`src/rtl/cpd_pkg.sv`:
```
package cpd_pkg;

    localparam int DEF_OP_W     = 8;
    localparam int DEF_NUM_CYC  = 7;
    localparam int DEF_NUM_TERM = 8;
    localparam int DEF_NUM_CTRL = 6;

    // Default term list, entry 0 in the least significant slice.
    localparam logic [DEF_NUM_TERM*DEF_OP_W-1:0] DEF_TERM_VAL =
        {8'h30, 8'h0F, 8'h00, 8'h00, 8'hA5, 8'h01, 8'h80, 8'h00};
    localparam logic [DEF_NUM_TERM*DEF_OP_W-1:0] DEF_TERM_MASK =
        {8'hF0, 8'h0F, 8'h00, 8'h80, 8'hFF, 8'h03, 8'h80, 8'h00};
    localparam logic [DEF_NUM_TERM*DEF_NUM_CYC-1:0] DEF_TERM_CYC =
        {7'h03, 7'h30, 7'h40, 7'h04, 7'h08, 7'h06, 7'h02, 7'h01};
    localparam logic [DEF_NUM_TERM*DEF_NUM_CTRL-1:0] DEF_TERM_OUT =
        {6'h24, 6'h10, 6'h20, 6'h08, 6'h18, 6'h04, 6'h02, 6'h01};

    // What the timer does on a given clock edge.
    typedef enum logic [1:0] {
        EV_IDLE = 2'd0,
        EV_LOAD = 2'd1,
        EV_END  = 2'd2,
        EV_STEP = 2'd3
    } timer_evt_e;

endpackage

```
`src/rtl/cpd_cycle_timer.sv`:
```
module cpd_cycle_timer
    import cpd_pkg::*;
#(
    parameter int NUM_CYC = DEF_NUM_CYC
) (
    input  logic               clk,
    input  logic               rst_n,
    input  logic               load,
    input  logic               fin,
    output logic [NUM_CYC-1:0] cycle,
    output logic               active,
    output logic               overrun
);

    localparam logic [NUM_CYC-1:0] FIRST_STATE = NUM_CYC'(1);
    localparam int                 LAST_IDX    = NUM_CYC - 1;

    typedef struct packed {
        logic [NUM_CYC-1:0] cyc;
        logic               act;
        logic               ovr;
    } tstate_t;

    tstate_t    s_d, s_q;
    timer_evt_e evt;

    always_comb begin
        s_d = s_q;
        if (load)            evt = EV_LOAD;
        else if (!s_q.act)   evt = EV_IDLE;
        else if (fin)        evt = EV_END;
        else                 evt = EV_STEP;

        case (evt)
            EV_LOAD: begin
                s_d.cyc = FIRST_STATE;
                s_d.act = 1'b1;
            end
            EV_END: begin
                s_d.cyc = FIRST_STATE;
            end
            EV_STEP: begin
                if (s_q.cyc[LAST_IDX]) s_d.ovr = 1'b1;
                else                   s_d.cyc = s_q.cyc << 1;
            end
            default: ;
        endcase
    end

    always_ff @(posedge clk) begin
        if (!rst_n) begin
            s_q.cyc <= FIRST_STATE;
            s_q.act <= 1'b0;
            s_q.ovr <= 1'b0;
        end else begin
            s_q <= s_d;
        end
    end

    assign cycle   = s_q.cyc;
    assign active  = s_q.act;
    assign overrun = s_q.ovr;


    token_onehot_chk: assert property (@(posedge clk) disable iff (!rst_n)
        $countones(s_q.cyc) == 1);


    load_restart_chk: assert property (@(posedge clk) disable iff (!rst_n)
        load |=> (s_q.cyc == FIRST_STATE) && s_q.act);


    token_shift_chk: assert property (@(posedge clk) disable iff (!rst_n)
        (s_q.act && !load && !fin && !s_q.cyc[LAST_IDX])
        |=> (s_q.cyc == ($past(s_q.cyc) << 1)));


    end_restart_chk: assert property (@(posedge clk) disable iff (!rst_n)
        (s_q.act && fin && !load) |=> (s_q.cyc == FIRST_STATE));


    last_hold_chk: assert property (@(posedge clk) disable iff (!rst_n)
        (s_q.act && !load && !fin && s_q.cyc[LAST_IDX])
        |=> (s_q.cyc[LAST_IDX] && s_q.ovr));


    overrun_sticky_chk: assert property (@(posedge clk) disable iff (!rst_n)
        s_q.ovr |=> s_q.ovr);


    idle_still_chk: assert property (@(posedge clk) disable iff (!rst_n)
        (!s_q.act && !load) |=> (s_q.cyc == FIRST_STATE) && !s_q.act);

endmodule

```
`src/rtl/cpd_opcode_reg.sv`:
```
module cpd_opcode_reg
    import cpd_pkg::*;
#(
    parameter int OP_W = DEF_OP_W
) (
    input  logic            clk,
    input  logic            rst_n,
    input  logic            load,
    input  logic [OP_W-1:0] op_in,
    output logic [OP_W-1:0] opcode
);

    typedef struct packed {
        logic [OP_W-1:0] op;
    } ostate_t;

    ostate_t o_d, o_q;

    always_comb begin
        o_d = o_q;
        if (load) o_d.op = op_in;
    end

    always_ff @(posedge clk) begin
        if (!rst_n) o_q.op <= '0;
        else        o_q <= o_d;
    end

    assign opcode = o_q.op;


    opcode_capture_chk: assert property (@(posedge clk) disable iff (!rst_n)
        load |=> (o_q.op == $past(op_in)));


    opcode_keep_chk: assert property (@(posedge clk) disable iff (!rst_n)
        !load |=> $stable(o_q.op));

endmodule

```
`src/rtl/cpd_term_match.sv`:
```
module cpd_term_match
    import cpd_pkg::*;
#(
    parameter int OP_W      = DEF_OP_W,
    parameter int NUM_CYC   = DEF_NUM_CYC,
    parameter int NUM_TERMS = DEF_NUM_TERM,
    parameter logic [NUM_TERMS*OP_W-1:0]    TERM_VAL  = DEF_TERM_VAL,
    parameter logic [NUM_TERMS*OP_W-1:0]    TERM_MASK = DEF_TERM_MASK,
    parameter logic [NUM_TERMS*NUM_CYC-1:0] TERM_CYC  = DEF_TERM_CYC
) (
    input  logic [OP_W-1:0]      opcode,
    input  logic [NUM_CYC-1:0]   cycle,
    output logic [NUM_TERMS-1:0] fired
);

    for (genvar k = 0; k < NUM_TERMS; k++) begin : g_term
        localparam logic [OP_W-1:0]    VAL_K  = TERM_VAL[k*OP_W +: OP_W];
        localparam logic [OP_W-1:0]    MASK_K = TERM_MASK[k*OP_W +: OP_W];
        localparam logic [NUM_CYC-1:0] CYC_K  = TERM_CYC[k*NUM_CYC +: NUM_CYC];

        logic op_hit;
        logic cyc_hit;

        always_comb begin
            op_hit   = ((opcode ^ VAL_K) & MASK_K) == '0;
            cyc_hit  = |(cycle & CYC_K);
            fired[k] = op_hit & cyc_hit;
        end
    end

endmodule

```
`src/rtl/cpd_or_plane.sv`:
```
module cpd_or_plane
    import cpd_pkg::*;
#(
    parameter int NUM_TERMS = DEF_NUM_TERM,
    parameter int NUM_CTRL  = DEF_NUM_CTRL,
    parameter logic [NUM_TERMS*NUM_CTRL-1:0] TERM_OUT = DEF_TERM_OUT
) (
    input  logic                 enable,
    input  logic [NUM_TERMS-1:0] fired,
    output logic [NUM_CTRL-1:0]  ctrl
);

    for (genvar j = 0; j < NUM_CTRL; j++) begin : g_col
        logic [NUM_TERMS-1:0] column;

        for (genvar k = 0; k < NUM_TERMS; k++) begin : g_row
            assign column[k] = TERM_OUT[k*NUM_CTRL + j];
        end

        assign ctrl[j] = enable & |(fired & column);
    end

endmodule

```
`src/rtl/cycle_pla_decoder.sv`:
```
module cycle_pla_decoder
    import cpd_pkg::*;
#(
    parameter int OP_W      = DEF_OP_W,
    parameter int NUM_CYC   = DEF_NUM_CYC,
    parameter int NUM_TERMS = DEF_NUM_TERM,
    parameter int NUM_CTRL  = DEF_NUM_CTRL,
    parameter logic [NUM_TERMS*OP_W-1:0]     TERM_VAL  = DEF_TERM_VAL,
    parameter logic [NUM_TERMS*OP_W-1:0]     TERM_MASK = DEF_TERM_MASK,
    parameter logic [NUM_TERMS*NUM_CYC-1:0]  TERM_CYC  = DEF_TERM_CYC,
    parameter logic [NUM_TERMS*NUM_CTRL-1:0] TERM_OUT  = DEF_TERM_OUT
) (
    input  logic                clk,
    input  logic                rst_n,
    input  logic                op_load,
    input  logic [OP_W-1:0]     op_in,
    input  logic                instr_end,
    output logic [NUM_CYC-1:0]  cycle_vec,
    output logic [NUM_CTRL-1:0] ctrl_out,
    output logic                overrun
);

    logic [OP_W-1:0]      opcode;
    logic [NUM_TERMS-1:0] fired;
    logic                 active;

    cpd_cycle_timer #(
        .NUM_CYC (NUM_CYC)
    ) u_timer (
        .clk     (clk),
        .rst_n   (rst_n),
        .load    (op_load),
        .fin     (instr_end),
        .cycle   (cycle_vec),
        .active  (active),
        .overrun (overrun)
    );

    cpd_opcode_reg #(
        .OP_W (OP_W)
    ) u_opreg (
        .clk    (clk),
        .rst_n  (rst_n),
        .load   (op_load),
        .op_in  (op_in),
        .opcode (opcode)
    );

    cpd_term_match #(
        .OP_W      (OP_W),
        .NUM_CYC   (NUM_CYC),
        .NUM_TERMS (NUM_TERMS),
        .TERM_VAL  (TERM_VAL),
        .TERM_MASK (TERM_MASK),
        .TERM_CYC  (TERM_CYC)
    ) u_terms (
        .opcode (opcode),
        .cycle  (cycle_vec),
        .fired  (fired)
    );

    cpd_or_plane #(
        .NUM_TERMS (NUM_TERMS),
        .NUM_CTRL  (NUM_CTRL),
        .TERM_OUT  (TERM_OUT)
    ) u_plane (
        .enable (active),
        .fired  (fired),
        .ctrl   (ctrl_out)
    );


    quiet_before_load_chk: assert property (@(posedge clk) disable iff (!rst_n)
        !active |-> (ctrl_out == '0));


    no_term_no_ctrl_chk: assert property (@(posedge clk) disable iff (!rst_n)
        (fired == '0) |-> (ctrl_out == '0));

endmodule

```
`config.mk`:
```
export PLATFORM = sky130hd
export DESIGN_NAME = cycle_pla_decoder
export DESIGN_NICKNAME = d
export VERILOG_FILES = /design/src/rtl/cpd_pkg.sv /design/src/rtl/cpd_cycle_timer.sv /design/src/rtl/cpd_opcode_reg.sv /design/src/rtl/cpd_term_match.sv /design/src/rtl/cpd_or_plane.sv /design/src/rtl/cycle_pla_decoder.sv
export SDC_FILE = /design/constraint.sdc
export NUM_CORES = 1
export LEC_CHECK = 0
export ABC_AREA = 0
export BUFFER_PORTS_ARGS = -buffer_cell sky130_fd_sc_hd__buf_2
export CELL_PAD_IN_SITES_DETAIL_PLACEMENT = 1
export CELL_PAD_IN_SITES_GLOBAL_PLACEMENT = 2
export CORE_ASPECT_RATIO = 0.7
export CORE_MARGIN = 1
export CORE_UTILIZATION = 28
export CTS_CLUSTER_DIAMETER = 150
export DETAILED_ROUTE_END_ITERATION = 6
export PLACE_DENSITY = 0.74
export SYNTH_ARGS = -nofsm -noshare
export SYNTH_HDL_FRONTEND = slang
export SYNTH_SLANG_ARGS = --single-unit
```
`constraint.sdc`:
```
create_clock -name clk -period 1.2 [get_ports clk]
set_input_delay 0.12 -clock clk [delete_from_list [all_inputs] [get_ports clk]]
set_output_delay 0.12 -clock clk [all_outputs]
set_load 0.01 [all_outputs]
```
==> results.yml <==
outcome:
  status: "finished, violations left"
  violations: "setup timing"
logic_synthesis:
  synth_xor_area_share_pct: 0
  syn_avg_cell_area_um2: 10.77
  synthMuxAreaShare_pct: 10.77
  yosysTopAreaCell: "dfxtp_1"
  synth-compound-area-share_pct: 16.50
  synthTopCellsByArea: "dfxtp_1 (46%), mux2i_1 (11%), nor2b_1 (6.7%)"
  synth_top_family_by_area: "simple AND/OR/NAND/NOR gates"
  synthSimpleGateAreaFrac_pct: 24.75
  ys_seq_area_share_pct: 45.79
  ys_async_sr_fraction_pct: 0
  synth.distinct_cells: 24
  synth_seq_cells: 17
  synth_edf_count: 0
  synth_top_cell_area_share_pct: 45.79
  synth_fa_ha_area_share_pct: 0
  synthesis.area_um2: 743.2
  yosysMostFrequentCell: "dfxtp_1"
  yosys-top-cells-count: "dfxtp_1 (17), mux2i_1 (8), nor2b_1 (8)"
  syn_inst: 69
  syn_nets: 81
  yosys_warnings: 0
  synth_top_flop_cell: "dfxtp_1"
detailed_routing:
  wl_um: 1991
  vias_per_cell: 4.797
  first_pass_iters: 4
  wl_per_cell_um: 14.43
  drc_errors: 0
  antenna_left: 0
  vias: 662
  drt_iter0_drc: 31
finish:
  layout-drive-gt1-share_pct: 49.04
  final_util_pct: 43.41
  fin_cells: 138
  area_delta_synth_final_pct: 45.79
  antenna_cells: 0
  stdcell_area_mm2: 0.001084
  nNetsFinal: 117
sta:
  tns_ps: -840.9
  finalCriticalPeriod_ps: 1429
  slew_viol_final: 0
  layout_setup_ws_ps: -228.7
  grt_setup_unrepaired: "true"
  max_freq_mhz: 700.0
  skew_ps: 0.9323
  hold_viol: 0
  finalSetupViolations: 4
  worst_slew_pin_slew_ps: 335.6
  slew-limit-headroom_pct: 77.53
  fin_crit_sh_pct: 119.1
clock_tree:
  cts_tree: "built"
  path_clk_slew_ps: 60
  clock_sinks: 17
  cts_hold_buf: 0
  cts_buffer_depth: 2
  cts_buffers: 3
  insertion_delay_ps: 250
  h-tree-depth: 1
  cts_root_buf: "clkbuf_8"
critical_path:
  start_kind: "register"
  crit_fanout: 5
  critical_path_class: "register to primary output"
  arrival_ps: 1310
  end_kind: "primary output"
  cp.required_ps: 1080
floorplan:
  design.die.area_mm2: 0.002868
  coreArea_mm2: 0.002496
  row_count: 15
  fp.dieW_um: 63.58
  ios: 26
  die-height_um: 45.11
  initial_core_util_pct: 29.77
global_route:
  grt_max_degree: 13
  grt_pass1_wl_um: 3174
  grt_pass1_vias: 631
  grt_overflow_total: 0
  antenna_found_initial: 0
  track_usage_pct: 15.56
flow_run:
  maxCapViolations: 0
min_path:
  hp-class: "primary input to register"
place:
  hpwl_um: 1457
  placed_cell_area_um2: 954.7
  numPlacedInstances: 133
  gp_congestion: 0.7086
  numPortBuffers: 25
power_and_ir_drop:
  powerDensity_mw_per_mm2: 1090
  power_mw: 1.181
  static-leakage-power_nw: 0.4700
  peakVddDrop_uv: 595.1
==> area by class of cell <==
cell class	count	area, µm²
multi-input combinational	49	434.2
sequential	17	355.3
timing repair buffer	34	206.4
tap	34	42.54
clock buffer	4	45.04
fill	296	1413
==> final timing paths <==
kind | from | end | slack [ps] | depth (start not counted)
worst max register to register | u_timer.active$_SDFFE_PN0N_ | u_timer.cycle[3]$_SDFFE_PN0P_ | 60 | 4
worst min register to register | u_timer.overrun$_SDFFE_PN0P_ | u_timer.overrun$_SDFFE_PN0P_ | 490 | 1
worst min-delay path | op_in[2] | u_opreg.opcode[2]$_SDFFE_PN0P_ | 130 | 3
worst max-delay path | u_opreg.opcode[7]$_SDFFE_PN0P_ | ctrl_out[2] | -230 | 4
==> stage by stage <==
step                      hold WS, ps  setup WS (ps)
final                           127.4         -228.7
after global routing            125.2         -308.0
after CTS                       122.2         -268.1
after detailed placement        390.5         -32.26
after global placement          377.9          30.11
after floorplan                 220.1          147.3
==> where the power goes <==
part	leakage [nW]	total, mW	switching [mW]	internal [mW]
clock	0.0228	0.427	0.192	0.236
combinational	0.305	0.144	0.0602	0.0834
sequential	0.142	0.610	0.0243	0.586
total	0.470	1.18	0.276	0.905
==> state kept, by name, summed over array words and instances, names as in the netlist <==
signal / cells
u_timer.overrun: 1
u_timer.active: 1
u_timer.cycle: 7
u_opreg.opcode: 8
==> cell families (layout without fill, tap and decap cells) <==
logic type | after synthesis | after routing
simple gates | 25 | 25
buf+inv | 3 | 38
flops | 17 | 17
mux | 8 | 8
compound gates | 16 | 16
==> per-layer routing <==
layer,global-route usage [%],share of wire [%],up-vias
li1,-,-,325
met1,18.59,45,313
met2,25.11,47,19
met3,5.556,6.4,5
met4,8.182,1.6,0
met5,0,0,-
==> what timing repair did <==
item / in CTS / in global routing
resized for setup: 13 / 7
endpoints found under the setup margin: 4 / 6
pin swaps: 5 / 3
buffers inserted: 0 / 1
==> critical path, cell delays in order, from the launching register on <==
cell,delay [ps]
dfxtp_2,350
nor4bb_4,270
o21a_1,180
o21a_1,130
buf_2,130
==> cells in the final DEF, fill, tap and decap left out, types with 2 or more instances in the layout <==
cell type  Yosys  final
nand2b_1       4      4
buf_4          1      7
nor2b_1        8      8
clkbuf_8       0      3
nand4_1        2      2
o21a_1         5      5
nor3b_1        2      2
a22o_1         5      5
dfxtp_1       17      9
nor4bb_4       0      3
mux2i_1        8      8
dfxtp_2        0      6
buf_6          0      3
dfxtp_4        0      2
buf_2          1     24
(Power assumes the default switching activity.)
